File: src/rtl/ir_rx_pkg.sv
package ir_rx_pkg;
  localparam int DW = 8;
  localparam int AW = 3;

  localparam logic [AW-1:0] RA_CTL_A  = 3'd0;
  localparam logic [AW-1:0] RA_CTL_B  = 3'd1;
  localparam logic [AW-1:0] RA_CTL_C  = 3'd2;
  localparam logic [AW-1:0] RA_STAT_A = 3'd3;
  localparam logic [AW-1:0] RA_STAT_B = 3'd4;
  localparam logic [AW-1:0] RA_DATA   = 3'd5;

  localparam int B_TX_EN = 3;
  localparam int B_RX_EN = 4;
  localparam int B_RX_IE = 5;
  localparam int B_TX_IE = 6;

  // Maps the 2-bit trigger code to a byte threshold.
  function automatic int trig_level(input logic [1:0] code);
    case (code)
      2'd0:    return 8;
      2'd1:    return 16;
      2'd2:    return 32;
      default: return 0;
    endcase
  endfunction

  // Returns 1 when the byte count has reached the threshold.
  function automatic logic level_met(input int count, input logic [1:0] code);
    return count >= trig_level(code);
  endfunction
endpackage

File: src/rtl/ir_rx_ring.sv
module ir_rx_ring #(
  parameter int DEPTH = 64,
  parameter int W     = 8,
  localparam int PW   = (DEPTH > 1) ? $clog2(DEPTH) : 1,
  localparam int CW   = $clog2(DEPTH + 1)
) (
  input  logic          clk,
  input  logic          rst_n,
  input  logic          push,
  input  logic [W-1:0]  wdata,
  input  logic          pop,
  output logic [W-1:0]  rdata,
  output logic [CW-1:0] count
);
  localparam logic [CW-1:0] FULL_CNT = CW'(DEPTH);
  localparam logic [PW-1:0] LAST_PTR = PW'(DEPTH - 1);
  localparam logic [CW-1:0] ONE      = CW'(1);

  logic [W-1:0]  mem [DEPTH];
  logic [PW-1:0] wr_ptr, rd_ptr;

  function automatic logic [PW-1:0] bump(input logic [PW-1:0] p);
    return (p == LAST_PTR) ? '0 : p + PW'(1);
  endfunction

  always_ff @(posedge clk) begin
    if (push) mem[wr_ptr] <= wdata;
  end

  always_ff @(posedge clk) begin
    if (!rst_n) begin
      wr_ptr <= '0;
      rd_ptr <= '0;
      count  <= '0;
    end else begin
      if (push) wr_ptr <= bump(wr_ptr);
      if (pop)  rd_ptr <= bump(rd_ptr);
      case ({push, pop})
        2'b10:   count <= count + ONE;
        2'b01:   count <= count - ONE;
        default: count <= count;
      endcase
    end
  end

  assign rdata = mem[rd_ptr];

  a_r4_no_overflow: assert property (@(posedge clk) disable iff (!rst_n)
    (count == FULL_CNT) |-> !push);
  a_r3_no_underflow: assert property (@(posedge clk) disable iff (!rst_n)
    (count == '0) |-> !pop);
  a_r3_count_up: assert property (@(posedge clk) disable iff (!rst_n)
    (push && !pop) |=> (count == $past(count) + ONE));
  a_r3_count_down: assert property (@(posedge clk) disable iff (!rst_n)
    (pop && !push) |=> (count == $past(count) - ONE));
  a_r3_count_hold: assert property (@(posedge clk) disable iff (!rst_n)
    (push == pop) |=> $stable(count));
endmodule

File: src/rtl/ir_rx_ctrl.sv
module ir_rx_ctrl
  import ir_rx_pkg::*;
(
  input  logic          clk,
  input  logic          rst_n,
  input  logic          wr,
  input  logic [AW-1:0] addr,
  input  logic [DW-1:0] wdata,
  output logic [DW-1:0] ctl_a,
  output logic [DW-1:0] ctl_b,
  output logic [DW-1:0] ctl_c
);
  always_ff @(posedge clk) begin
    if (!rst_n) begin
      ctl_a <= '0;
      ctl_b <= '0;
      ctl_c <= '0;
    end else if (wr) begin
      case (addr)
        RA_CTL_A: ctl_a <= wdata;
        RA_CTL_B: ctl_b <= wdata;
        RA_CTL_C: ctl_c <= wdata;
        default: ;
      endcase
    end
  end

  a_r2_hold_a: assert property (@(posedge clk) disable iff (!rst_n)
    !(wr && addr == RA_CTL_A) |=> $stable(ctl_a));
  a_r2_hold_c: assert property (@(posedge clk) disable iff (!rst_n)
    !(wr && addr == RA_CTL_C) |=> $stable(ctl_c));
endmodule

File: src/rtl/ir_rx_flags.sv
module ir_rx_flags
  import ir_rx_pkg::*;
#(
  parameter int CW = 7
) (
  input  logic          clk,
  input  logic          rst_n,
  input  logic [DW-1:0] ctl_a,
  input  logic [DW-1:0] ctl_c,
  input  logic [CW-1:0] count,
  output logic          rx_req,
  output logic          tx_req,
  output logic          not_empty,
  output logic          rx_sync,
  output logic          irq,
  output logic [DW-1:0] stat_a,
  output logic [DW-1:0] stat_b
);
  logic rx_en;

  assign rx_en     = ctl_a[B_RX_EN];
  assign rx_req    = rx_en && level_met(int'(count), ctl_c[1:0]);
  assign tx_req    = ctl_a[B_TX_EN];
  assign not_empty = (count != '0);
  assign rx_sync   = rx_en;
  assign irq       = (ctl_a[B_RX_IE] && rx_req) || (ctl_a[B_TX_IE] && tx_req);

  always_comb begin
    stat_a = '0;
    stat_a[4] = rx_req;
    stat_a[3] = tx_req;
    stat_b = '0;
    stat_b[2] = not_empty;
    stat_b[0] = rx_sync;
  end

  a_r5_req_needs_en: assert property (@(posedge clk) disable iff (!rst_n)
    rx_req |-> rx_sync);
  a_r8_irq_source: assert property (@(posedge clk) disable iff (!rst_n)
    irq |-> (rx_req || tx_req));
  a_r5_code3_any: assert property (@(posedge clk) disable iff (!rst_n)
    (rx_en && ctl_c[1:0] == 2'd3) |-> rx_req);
endmodule

File: src/rtl/ir_rx_fifo_stat.sv
module ir_rx_fifo_stat
  import ir_rx_pkg::*;
#(
  parameter int DEPTH = 64,
  localparam int CW   = $clog2(DEPTH + 1)
) (
  input  logic          clk,
  input  logic          rst_n,
  input  logic          reg_wr,
  input  logic          reg_rd,
  input  logic [2:0]    reg_addr,
  input  logic [7:0]    reg_wdata,
  output logic [7:0]    reg_rdata,
  input  logic          in_valid,
  input  logic [7:0]    in_data,
  output logic          in_ready,
  output logic          rx_req,
  output logic          tx_req,
  output logic          not_empty,
  output logic          rx_sync,
  output logic          irq
);
  localparam logic [CW-1:0] FULL_CNT = CW'(DEPTH);

  logic [DW-1:0] ctl_a, ctl_b, ctl_c, stat_a, stat_b, fifo_q;
  logic [CW-1:0] count;
  logic          push, pop, data_rd;

  assign data_rd  = reg_rd && (reg_addr == RA_DATA);
  assign in_ready = rx_sync && (count != FULL_CNT);
  assign push     = in_valid && in_ready;
  assign pop      = data_rd && not_empty;

  ir_rx_ctrl u_ctrl (
    .clk(clk), .rst_n(rst_n), .wr(reg_wr), .addr(reg_addr), .wdata(reg_wdata),
    .ctl_a(ctl_a), .ctl_b(ctl_b), .ctl_c(ctl_c)
  );

  ir_rx_ring #(.DEPTH(DEPTH), .W(DW)) u_ring (
    .clk(clk), .rst_n(rst_n), .push(push), .wdata(in_data), .pop(pop),
    .rdata(fifo_q), .count(count)
  );

  ir_rx_flags #(.CW(CW)) u_flags (
    .clk(clk), .rst_n(rst_n), .ctl_a(ctl_a), .ctl_c(ctl_c), .count(count),
    .rx_req(rx_req), .tx_req(tx_req), .not_empty(not_empty), .rx_sync(rx_sync),
    .irq(irq), .stat_a(stat_a), .stat_b(stat_b)
  );

  always_comb begin
    case (reg_addr)
      RA_CTL_A:  reg_rdata = ctl_a;
      RA_CTL_B:  reg_rdata = ctl_b;
      RA_CTL_C:  reg_rdata = ctl_c;
      RA_STAT_A: reg_rdata = stat_a;
      RA_STAT_B: reg_rdata = stat_b;
      RA_DATA:   reg_rdata = not_empty ? fifo_q : '0;
      default:   reg_rdata = '0;
    endcase
  end

  a_r4_ready_low: assert property (@(posedge clk) disable iff (!rst_n)
    (count == FULL_CNT || !ctl_a[B_RX_EN]) |-> !in_ready);
  a_r3_empty_read_zero: assert property (@(posedge clk) disable iff (!rst_n)
    (data_rd && count == '0) |-> (reg_rdata == '0));
  a_r7_nonempty_after_push: assert property (@(posedge clk) disable iff (!rst_n)
    (push && !pop) |=> not_empty);
endmodule

File: config.mk
export PLATFORM = sky130hd
export DESIGN_NAME = ir_rx_fifo_stat
export DESIGN_NICKNAME = d
export VERILOG_FILES = /design/src/rtl/ir_rx_pkg.sv /design/src/rtl/ir_rx_ring.sv /design/src/rtl/ir_rx_ctrl.sv /design/src/rtl/ir_rx_flags.sv /design/src/rtl/ir_rx_fifo_stat.sv
export SDC_FILE = /design/constraint.sdc
export NUM_CORES = 1
export LEC_CHECK = 0
export BUFFER_PORTS_ARGS = -buffer_cell sky130_fd_sc_hd__clkbuf_2
export CAP_MARGIN = 15
export CORE_MARGIN = 2
export CORE_UTILIZATION = 60
export DETAILED_ROUTE_END_ITERATION = 8
export PLACE_DENSITY_LB_ADDON = 0.25
export SYNTH_ARGS = -nofsm -noshare
export SYNTH_HDL_FRONTEND = slang
export SYNTH_SLANG_ARGS = --single-unit
File: constraint.sdc
create_clock -name clk -period 6.8 [get_ports clk]
set_input_delay 1.02 -clock clk [delete_from_list [all_inputs] [get_ports clk]]
set_output_delay 1.02 -clock clk [all_outputs]
set_load 0.01 [all_outputs]
==> tab_implementation.tex, run 1 <==
\begin{tabular}{lr}
\hline
Metric & Value \\
\hline
\multicolumn{2}{l}{\textbf{Status}} \\
Status & finished clean \\
\multicolumn{2}{l}{\textbf{Worst setup path}} \\
CP peak stage delay & 880 ps \\
Sequence of cells on the critical path & buf\_12 > mux4\_2 > nor2b\_1 > a211oi\_1 > nor4\_1 > a31oi\_1 > o21ai\_0 > clkbuf\_2 \\
Kind of end point of the critical path & primary output \\
Kind of critical path & flip-flop to primary output \\
Worst path required time & 5780 ps \\
Register-to-register setup slack & 3130 ps \\
Critical R2R Capture & u\_ring.mem[59][6] \\
Worst Reg-to-Reg Cells & 6 \\
Max stage delay cell, worst path & sky130\_fd\_sc\_hd\_\_dfxtp\_4 \\
Worst r2r src & u\_ring.count[0] \\
Critical path peak fanout & 40 \\
Startpoint type of the worst setup path & flip-flop \\
Arrival time worst endpoint & 3840 ps \\
\multicolumn{2}{l}{\textbf{Synthesis}} \\
Unique cell type count in the Yosys netlist & 51 \\
Xor and xnor fraction of the mapped netlist area & 0.00351 \\
Complex-gate fraction of the synthesized area & 0.0329 \\
Number of instances in the synthesized netlist & 1,226 \\
Dominant combinational cell family by area after synthesis & multiplexers \\
Most instantiated flip-flop cell in the synthesis netlist & sky130\_fd\_sc\_hd\_\_edfxtp\_1 \\
Fraction of the mapped netlist area in adder cells & 0.00390 \\
\#FFs+latches synth & 561 \\
Mapped cell area & 22,500 µm² \\
Ys async rst share & 0 \\
Area share of and/or/nand/nor cells after synthesis & 0.0587 \\
Post-synthesis average cell area & 18.3 µm² \\
Part of the Yosys area used for sequential elements & 0.728 \\
Mux share of post-synthesis cell area & 0.157 \\
Nets in the synthesized netlist & 1,257 \\
Number of flops mapped to enable cells by yosys & 512 \\
Count of yosys warnings during synthesis & 0 \\
\multicolumn{2}{l}{\textbf{Clock network}} \\
Cts repair resizes & 0 \\
H-Tree Depth & 2 \\
TritonCTS buffer count & 55 \\
Clk Latency, worst-skew pair & 580 ps \\
Number of sinks on the clock net & 561 \\
Clock slew seen by the registers of the worst setup and hold paths & 60 ps \\
Total of hold buffers inserted after clock tree synthesis & 0 \\
Library cell used as clock root buffer & sky130\_fd\_sc\_hd\_\_clkbuf\_16 \\
TritonCTS clock tree & done \\
Total setup buffers inserted after CTS & 0 \\
Buffer depth of the longest clock path & 3 \\
\multicolumn{2}{l}{\textbf{STA}} \\
Max-slew violation count & 0 \\
Worst setup slack after layout & 1940 ps \\
Maximum clock frequency & 206 MHz \\
Share of the clock period used by the worst path & 0.714 \\
Setup TNS & 0 ps \\
Clock skew after layout & 23.5 ps \\
Pin slew with the least headroom to its limit & 1070 ps \\
Final hold viol count & 0 \\
Final count of negative-setup-slack endpoints & 0 \\
Max\_slew headroom & 0.285 \\
RSZ-0062 raised after global routing & false \\
Final critical delay including setup and external delays & 4860 ps \\
\multicolumn{2}{l}{\textbf{Layout}} \\
Sequential cell area & 16,400 µm² \\
Final Net Count & 1,297 \\
Layout Utilization & 0.671 \\
Synth-to-Final Area Change & 9.81\% \\
Total of fill cells in the finished design & 2,368 \\
Footprint of the multi-input gates & 5750 µm² \\
Antenna cell count & 0 \\
Layout cells sized above 1 & 0.210 \\
Number of cells in the finished layout apart from fillers & 1,771 \\
Layout Cell Area excl Fill & 24,700 µm² \\
\multicolumn{2}{l}{\textbf{Routing}} \\
DR vias & 11.7k \\
Remaining antenna violation count after routing & 0 \\
Drt first pass iters & 5 \\
Top routing layer used & met4 \\
Total length of routed met2 wires & 24.6 mm \\
Final Routed Wirelength & 49.8 mm \\
Number of design-rule violations left by the first detailed-router iteration & 1,423 \\
DRC violations left & 0 \\
Length of routed wiring on met1 & 20.0 mm \\
Detailed-routed wire length on met3 & 3.97 mm \\
Number of vias per cell after detailed routing & 6.62 \\
Wire length per cell after detailed routing & 28.1 µm \\
\multicolumn{2}{l}{\textbf{Power and ir drop}} \\
Clk network pwr share & 0.418 \\
Peak supply drop & 158 µV \\
Cell-internal power & 5.33 mW \\
Leak & 7.47 nW \\
Power per standard cell area & 269 nW/µm² \\
Logic pwr share & 0.015 \\
Net switching power & 1.31 mW \\
Part of the total power dissipated in sequential elements & 0.567 \\
Switching share of power & 0.197 \\
\multicolumn{2}{l}{\textbf{Worst hold path}} \\
Worst Min Path Start & u\_ctrl.ctl\_c[2] \\
Worst min-delay path endpoint & u\_ctrl.ctl\_c[2] \\
Worst Hold Path Cells & 2 \\
Hold Crit Class & flip-flop to flip-flop \\
\multicolumn{2}{l}{\textbf{Global route}} \\
GRT Residual Overflow & 0 \\
Initial antenna violation count & 0 \\
All-layer global routing usage & 0.265 \\
Global-route wire length before repair & 74.4 mm \\
Largest net degree at the start of global routing & 65 \\
Vias in the first global route & 11.7k \\
\multicolumn{2}{l}{\textbf{Die}} \\
Area of the die & 39,000 µm² \\
Area of the core & 36,800 µm² \\
Placement row count & 70 \\
Overall die height & 198 µm \\
Number of placed I/O pins & 38 \\
Starting density of the core & 0.611 \\
Width of the die & 198 µm \\
\multicolumn{2}{l}{\textbf{Placement}} \\
Sum of net half-perimeters after detailed placement & 30.0 mm \\
Instance area at placement & 23,100 µm² \\
Number of input and output port buffers inserted & 37 \\
Setup slack after placement & 2460 ps \\
Gpl congestion & 0.851 \\
Number of placed cells counting well taps & 1,677 \\
\multicolumn{2}{l}{\textbf{Run}} \\
Max capacitance violation total & 0 \\
\hline
\end{tabular}
final cells by class:
type	instances	share of cell area
Clock buffer	68	0.0607
Clock inverter	26	0.00512
Inverter	8	0.00122
Multi-Input combinational cell	587	0.233
Sequential cell	561	0.663
Tap cell	468	0.0237
Timing Repair Buffer	53	0.0134
cell usage after synthesis (all sizes together), types with 2 or more instances:
cell type,instances,share of area
nor3,15,0.0033
o21ai,15,0.0033
edfxtp,512,0.68
o31ai,2,0.00067
nor2,99,0.017
a22oi,3,0.0010
nor2b,15,0.0042
o22ai,5,0.0014
inv,7,0.0012
xor2,2,0.00078
o21a,3,0.0010
ha,7,0.0039
o221ai,3,0.0012
dfxtp,49,0.044
nor3b,3,0.0010
a21o,3,0.0010
a31oi,9,0.0025
nand3b,6,0.0020
and2,8,0.0022
mux4,142,0.14
clkbuf,34,0.0057
nor4,5,0.0021
a22o,2,0.00078
nand2,91,0.015
a211o,2,0.00078
or3,7,0.0019
a211oi,7,0.0023
nand2b,11,0.0031
o2111ai,2,0.00078
o211ai,4,0.0013
mux2,3,0.0015
xnor2,7,0.0027
a21boi,26,0.0087
a21oi,18,0.0040
nand4,7,0.0019
mux2i,29,0.013
nand3,17,0.0038
a221o,3,0.0013
buf,36,0.0096
layout by cell type, fill, tap and decap left out, types with 3 or more instances in the layout:
cell                         count
sky130_fd_sc_hd__edfxtp_1      512
sky130_fd_sc_hd__mux4_2        142
sky130_fd_sc_hd__nor2_1         99
sky130_fd_sc_hd__nand2_1        91
sky130_fd_sc_hd__clkbuf_16      57
sky130_fd_sc_hd__dfxtp_1        46
sky130_fd_sc_hd__clkbuf_2       37
sky130_fd_sc_hd__mux2i_1        29
sky130_fd_sc_hd__a21boi_0       26
sky130_fd_sc_hd__a21oi_1        18
sky130_fd_sc_hd__nand3_1        17
sky130_fd_sc_hd__o21ai_0        15
sky130_fd_sc_hd__nor2b_1        15
sky130_fd_sc_hd__nor3_1         15
sky130_fd_sc_hd__clkinv_1       15
sky130_fd_sc_hd__buf_4          14
sky130_fd_sc_hd__nand2b_1       11
sky130_fd_sc_hd__a31oi_1         9
sky130_fd_sc_hd__and2_1          8
sky130_fd_sc_hd__clkbuf_1        8
sky130_fd_sc_hd__a211oi_1        7
sky130_fd_sc_hd__or3_1           7
sky130_fd_sc_hd__nand4_1         7
sky130_fd_sc_hd__inv_1           7
sky130_fd_sc_hd__xnor2_1         7
sky130_fd_sc_hd__ha_1            7
sky130_fd_sc_hd__clkinv_2        7
sky130_fd_sc_hd__nand3b_1        6
sky130_fd_sc_hd__o22ai_1         5
sky130_fd_sc_hd__o211ai_1        4
sky130_fd_sc_hd__nor4_1          4
sky130_fd_sc_hd__clkinvlp_4      4
sky130_fd_sc_hd__nor3b_1         3
sky130_fd_sc_hd__mux2_2          3
sky130_fd_sc_hd__o221ai_1        3
sky130_fd_sc_hd__a221o_1         3
sky130_fd_sc_hd__a21o_1          3
sky130_fd_sc_hd__a22oi_1         3
sky130_fd_sc_hd__o21a_1          3
sky130_fd_sc_hd__clkbuf_8        3
power groups by stage:
| stage | logic, mW | registers, mW | clock network (mW) |
|---|---|---|---|
| 2_1_floorplan | 0.0280 | 3.84 | 0 |
| 3_3_place_gp | 0.0925 | 3.84 | 0 |
| 3_5_place_dp | 0.0969 | 3.84 | 0 |
| 4_1_cts | 0.0968 | 3.76 | 2.79 |
| 5_1_grt | 0.105 | 3.76 | 2.93 |
| 6_report | 0.0963 | 3.76 | 2.78 |
cells by family after synthesis:
kind of cell	count (synthesis)
flops	561
mux	174
fa+ha+maj	7
simple gates	288
xor+xnor	9
compound gates	109
buf+inv	78
through the flow:
stage                     total power, mW  hold slack (ps)
final                                6.64              477
after global placement               3.93              457
after CTS                            6.66              478
after floorplan                      3.87              443
after detailed placement             3.93              470
after global routing                 6.80              497
worst max-delay path by stage:
stage | from | end | slack (ps) | depth (start not counted)
final | flip-flop | reg_rdata[6] | 1940 | 8
after global routing | flip-flop | reg_rdata[7] | 1730 | 7
after CTS | flip-flop | reg_rdata[7] | 1850 | 7
after detailed placement | flip-flop | reg_rdata[7] | 2460 | 7
after global placement | flip-flop | reg_rdata[6] | 2440 | 8
after floorplan | reg_addr[0] | reg_rdata[5] | 3420 | 7
critical path, delay by kind of cell (launching register included):
kind | cells | cell delay [ps]
AO/OA/AOI/OAI | 3 | 900
multiplexers | 1 | 530
buffers and inverters | 2 | 550
flip-flops | 1 | 880
AND/OR/NAND/NOR | 2 | 340
sequential cells by signal, indices dropped and copies added (netlist names), named ones only:
register,flops
u_ring.mem,512
u_ctrl.ctl_a,8
u_ctrl.ctl_b,8
u_ctrl.ctl_c,8
u_ring.count,7
u_ring.rd_ptr,6
u_ring.wr_ptr,6
per-layer routing:
layer	vias up	global-route usage
met5	-	0
met4	0	0.0808
li1	4986	-
met1	6106	0.381
met3	83	0.0425
met2	545	0.426
No activity file was read; power rests on OpenSTA's default activity.
==> run 2: changes to the inputs <==
clock period = 4.8 ns   (was 6.8 ns; I/O delays follow)
==> run 2 against run 1 <==
Net effect: power rose by 45%; final cell count rose by 0.62%; highest routed layer unchanged; routed wire length rose by 1.5%; register-to-register slack got worse by 1800 ps; largest power group unchanged; non-clock buffer count rose by 10; critical endpoint unchanged; critical path type unchanged.
==> tab_implementation.tex, run 2 (synthesized netlist as in run 1, its figures left out) <==
\begin{tabular}{lr}
\hline
Metric & Value \\
\hline
\multicolumn{2}{l}{\textbf{Worst setup path}} \\
Critical R2R Capture & u\_ring.mem[35][5] (was u\_ring.mem[59][6]) \\
Worst path required time & 4080 ps (was 5780 ps) \\
Cell occurring most often along the worst timing path & sky130\_fd\_sc\_hd\_\_buf\_4 \\
Register-to-register setup slack & 1380 ps (was 3130 ps) \\
Sequence of cells on the critical path & buf\_4 > buf\_4 > mux4\_2 > nor2b\_1 > a211oi\_1 > nor4\_1 > a31oi\_1 > o21ai\_0 > clkbuf\_2 (was buf\_12 > mux4\_2 > nor2b\_1 > a211oi\_1 > nor4\_1 > a31oi\_1 > o21ai\_0 > clkbuf\_2) \\
Max stage delay cell, worst path & sky130\_fd\_sc\_hd\_\_dfxtp\_4 (unchanged) \\
Kind of end point of the critical path & primary output (unchanged) \\
Kind of critical path & flip-flop to primary output (unchanged) \\
Startpoint type of the worst setup path & flip-flop (unchanged) \\
Worst Reg-to-Reg Cells & 7 (was 6) \\
Arrival time worst endpoint & 3450 ps (was 3840 ps) \\
Crit path buffers/inverters & 3 (was 2) \\
CP peak stage delay & 470 ps (was 880 ps) \\
Worst r2r src & u\_ring.count[2] (was u\_ring.count[0]) \\
Kind of cell adding the most delay to the critical path & buffers and inverters (was compound AO/OA/AOI/OAI gates) \\
Critical path peak fanout & 24 (was 40) \\
\multicolumn{2}{l}{\textbf{Layout}} \\
Layout cells sized above 1 & 0.221 (was 0.210) \\
Total of fill cells in the finished design & 2,308 (was 2,368) \\
Layout Cell Area excl Fill & 24,900 µm² (was 24,700 µm²) \\
Most common library cell in the layout ignoring fill and taps & sky130\_fd\_sc\_hd\_\_edfxtp\_1 (unchanged) \\
Synth-to-Final Area Change & 10.6\% (was 9.81\%) \\
Number of flip-flops in the largest register & 512 (unchanged) \\
Register with the highest flop count & u\_ring.mem (unchanged) \\
Final Net Count & 1,306 (was 1,297) \\
Antenna cell count & 0 (unchanged) \\
Most used cells in the layout excluding fill and tap cells & 512 x sky130\_fd\_sc\_hd\_\_edfxtp\_1, 142 x sky130\_fd\_sc\_hd\_\_mux4\_2, 99 x sky130\_fd\_sc\_hd\_\_nor2\_1 (unchanged) \\
Number of cells in the finished layout apart from fillers & 1,782 (was 1,771) \\
\multicolumn{2}{l}{\textbf{Worst hold path}} \\
Worst min-delay path endpoint & u\_ctrl.ctl\_b[7] (was u\_ctrl.ctl\_c[2]) \\
Worst Min Path Start & reg\_wdata[7] (was u\_ctrl.ctl\_c[2]) \\
Worst Hold Path Cells & 3 (was 2) \\
Hold Crit Class & primary input to flip-flop (was flip-flop to flip-flop) \\
\multicolumn{2}{l}{\textbf{Routing}} \\
Drt first pass iters & 6 (was 5) \\
Number of vias per cell after detailed routing & 6.68 (was 6.62) \\
Remaining antenna violation count after routing & 0 (unchanged) \\
DRC violations left & 0 (unchanged) \\
Number of design-rule violations left by the first detailed-router iteration & 1,522 (was 1,423) \\
Wire length per cell after detailed routing & 28.4 µm (was 28.1 µm) \\
DR vias & 11.9k (was 11.7k) \\
Final Routed Wirelength & 50.6 mm (was 49.8 mm) \\
\multicolumn{2}{l}{\textbf{STA}} \\
Final critical delay including setup and external delays & 4170 ps \\
Setup TNS & 0 ps (unchanged) \\
Max\_slew headroom & 0.299 (was 0.285) \\
Share of the clock period used by the worst path & 0.869 \\
RSZ-0062 raised after global routing & false (unchanged) \\
Max-slew violation count & 0 (unchanged) \\
Worst setup slack after layout & 630 ps (was 1940 ps) \\
Pin slew with the least headroom to its limit & 1050 ps (was 1070 ps) \\
Maximum clock frequency & 240 MHz \\
Clock skew after layout & 32.0 ps (was 23.5 ps) \\
Final hold viol count & 0 (unchanged) \\
Final count of negative-setup-slack endpoints & 0 (unchanged) \\
\multicolumn{2}{l}{\textbf{Power and ir drop}} \\
Peak supply drop & 265 µV (was 158 µV) \\
Leak & 7.59 nW (was 7.47 nW) \\
Power per standard cell area & 386 nW/µm² (was 269 nW/µm²) \\
\multicolumn{2}{l}{\textbf{Clock network}} \\
Total setup buffers inserted after CTS & 0 (unchanged) \\
Total of hold buffers inserted after clock tree synthesis & 0 (unchanged) \\
Cts repair resizes & 0 (unchanged) \\
Number of sinks on the clock net & 561 (unchanged) \\
Library cell used as clock root buffer & sky130\_fd\_sc\_hd\_\_clkbuf\_16 (unchanged) \\
Clk Latency, worst-skew pair & 610 ps (was 580 ps) \\
TritonCTS clock tree & done (unchanged) \\
Buffer depth of the longest clock path & 3 (unchanged) \\
H-Tree Depth & 2 (unchanged) \\
Clock slew seen by the registers of the worst setup and hold paths & 60 ps (about the same) \\
TritonCTS buffer count & 54 (was 55) \\
\multicolumn{2}{l}{\textbf{Status}} \\
Status & finished clean (unchanged) \\
\multicolumn{2}{l}{\textbf{Global route}} \\
Initial antenna violation count & 0 (unchanged) \\
Global-route wire length before repair & 75.6 mm (was 74.4 mm) \\
Vias in the first global route & 11.7k (about the same) \\
GRT Residual Overflow & 0 (unchanged) \\
Largest net degree at the start of global routing & 65 (unchanged) \\
All-layer global routing usage & 0.270 (was 0.265) \\
\multicolumn{2}{l}{\textbf{Die}} \\
Placement row count & 70 (unchanged) \\
Area of the core & 36,800 µm² (unchanged) \\
Width of the die & 198 µm (unchanged) \\
Area of the die & 39,000 µm² (unchanged) \\
Number of placed I/O pins & 38 (unchanged) \\
Starting density of the core & 0.611 (unchanged) \\
Overall die height & 198 µm (unchanged) \\
\multicolumn{2}{l}{\textbf{Placement}} \\
Setup slack after placement & 1270 ps (was 2460 ps) \\
Gpl congestion & 0.865 (was 0.851) \\
Instance area at placement & 23,200 µm² (was 23,100 µm²) \\
Number of placed cells counting well taps & 1,687 (was 1,677) \\
Number of input and output port buffers inserted & 37 (unchanged) \\
Sum of net half-perimeters after detailed placement & 30.5 mm (was 30.0 mm) \\
\multicolumn{2}{l}{\textbf{Run}} \\
Max capacitance violation total & 0 (unchanged) \\
\hline
\end{tabular}
run 2: changes by cell type in the layout (fill, tap and decap cells not counted):
cell,change
sky130_fd_sc_hd__clkinv_1,-6
sky130_fd_sc_hd__clkinv_2,+4
sky130_fd_sc_hd__bufinv_16,+4
sky130_fd_sc_hd__buf_12,+2
sky130_fd_sc_hd__inv_6,+1
sky130_fd_sc_hd__clkbuf_16,-2
sky130_fd_sc_hd__clkbuf_8,+1
sky130_fd_sc_hd__clkinvlp_4,-2
sky130_fd_sc_hd__buf_4,+8
sky130_fd_sc_hd__clkinv_4,+1
run 2: stage by stage:
| step | utilization | power (mW) | hold WS [ps] |
|---|---|---|---|
| 4_1_cts | 0.676 | 9.64 | 373 |
| 3_3_place_gp | 0.630 | 5.57 | 453 |
| 5_1_grt | 0.676 | 9.83 | 398 |
| 6_report | 0.676 | 9.60 | 403 |
| 3_5_place_dp | 0.630 | 5.58 | 461 |
| 2_1_floorplan | - | 5.48 | 443 |
run 2: layout make-up:
class	count	area, µm²	area share
inverters	8	30.0	0.00121
clock inverters	28	246	0.00991
clock buffers	67	1460	0.0588
well taps	468	586	0.0235
flip-flops and latches	561	16400	0.658
multi-input cells	587	5750	0.231
repair buffers	63	430	0.0173
run 2: worst max path at each step:
stage          cells past startpoint        start  slack (ps)         endpoint
4_1_cts                            8    flip-flop         630     reg_rdata[6]
2_1_floorplan                     13  reg_addr[0]        1770  u_ring.count[6]
3_5_place_dp                       8    flip-flop        1270     reg_rdata[6]
3_3_place_gp                       8    flip-flop        1240     reg_rdata[6]
6_report                           9    flip-flop         630     reg_rdata[6]
5_1_grt                            8    flip-flop         490     reg_rdata[6]
run 2: worst reg2reg max path, stage by stage (launching register included):
cell and delay [ps]:
sky130_fd_sc_hd__dfxtp_1 580, sky130_fd_sc_hd__nor4_4 120, sky130_fd_sc_hd__a31oi_1 180, sky130_fd_sc_hd__buf_4 160, sky130_fd_sc_hd__nand2_1 270, sky130_fd_sc_hd__nor2_1 300, sky130_fd_sc_hd__nand3_1 500, sky130_fd_sc_hd__nor2_1 930
run 2: routing by layer:
metal | track usage | wire (µm)
met1 | 0.383 | 20100
met2 | 0.430 | 24700
met3 | 0.0569 | 4420
met4 | 0.0791 | 1380
met5 | 0 | 0
run 2: where the power goes:
part           switching, mW  leakage [nW]  internal, mW
registers            0.00373          5.00          5.33
clock network           1.76         0.841          2.36
logic                  0.111          1.75        0.0301
total                   1.87          7.59          7.72
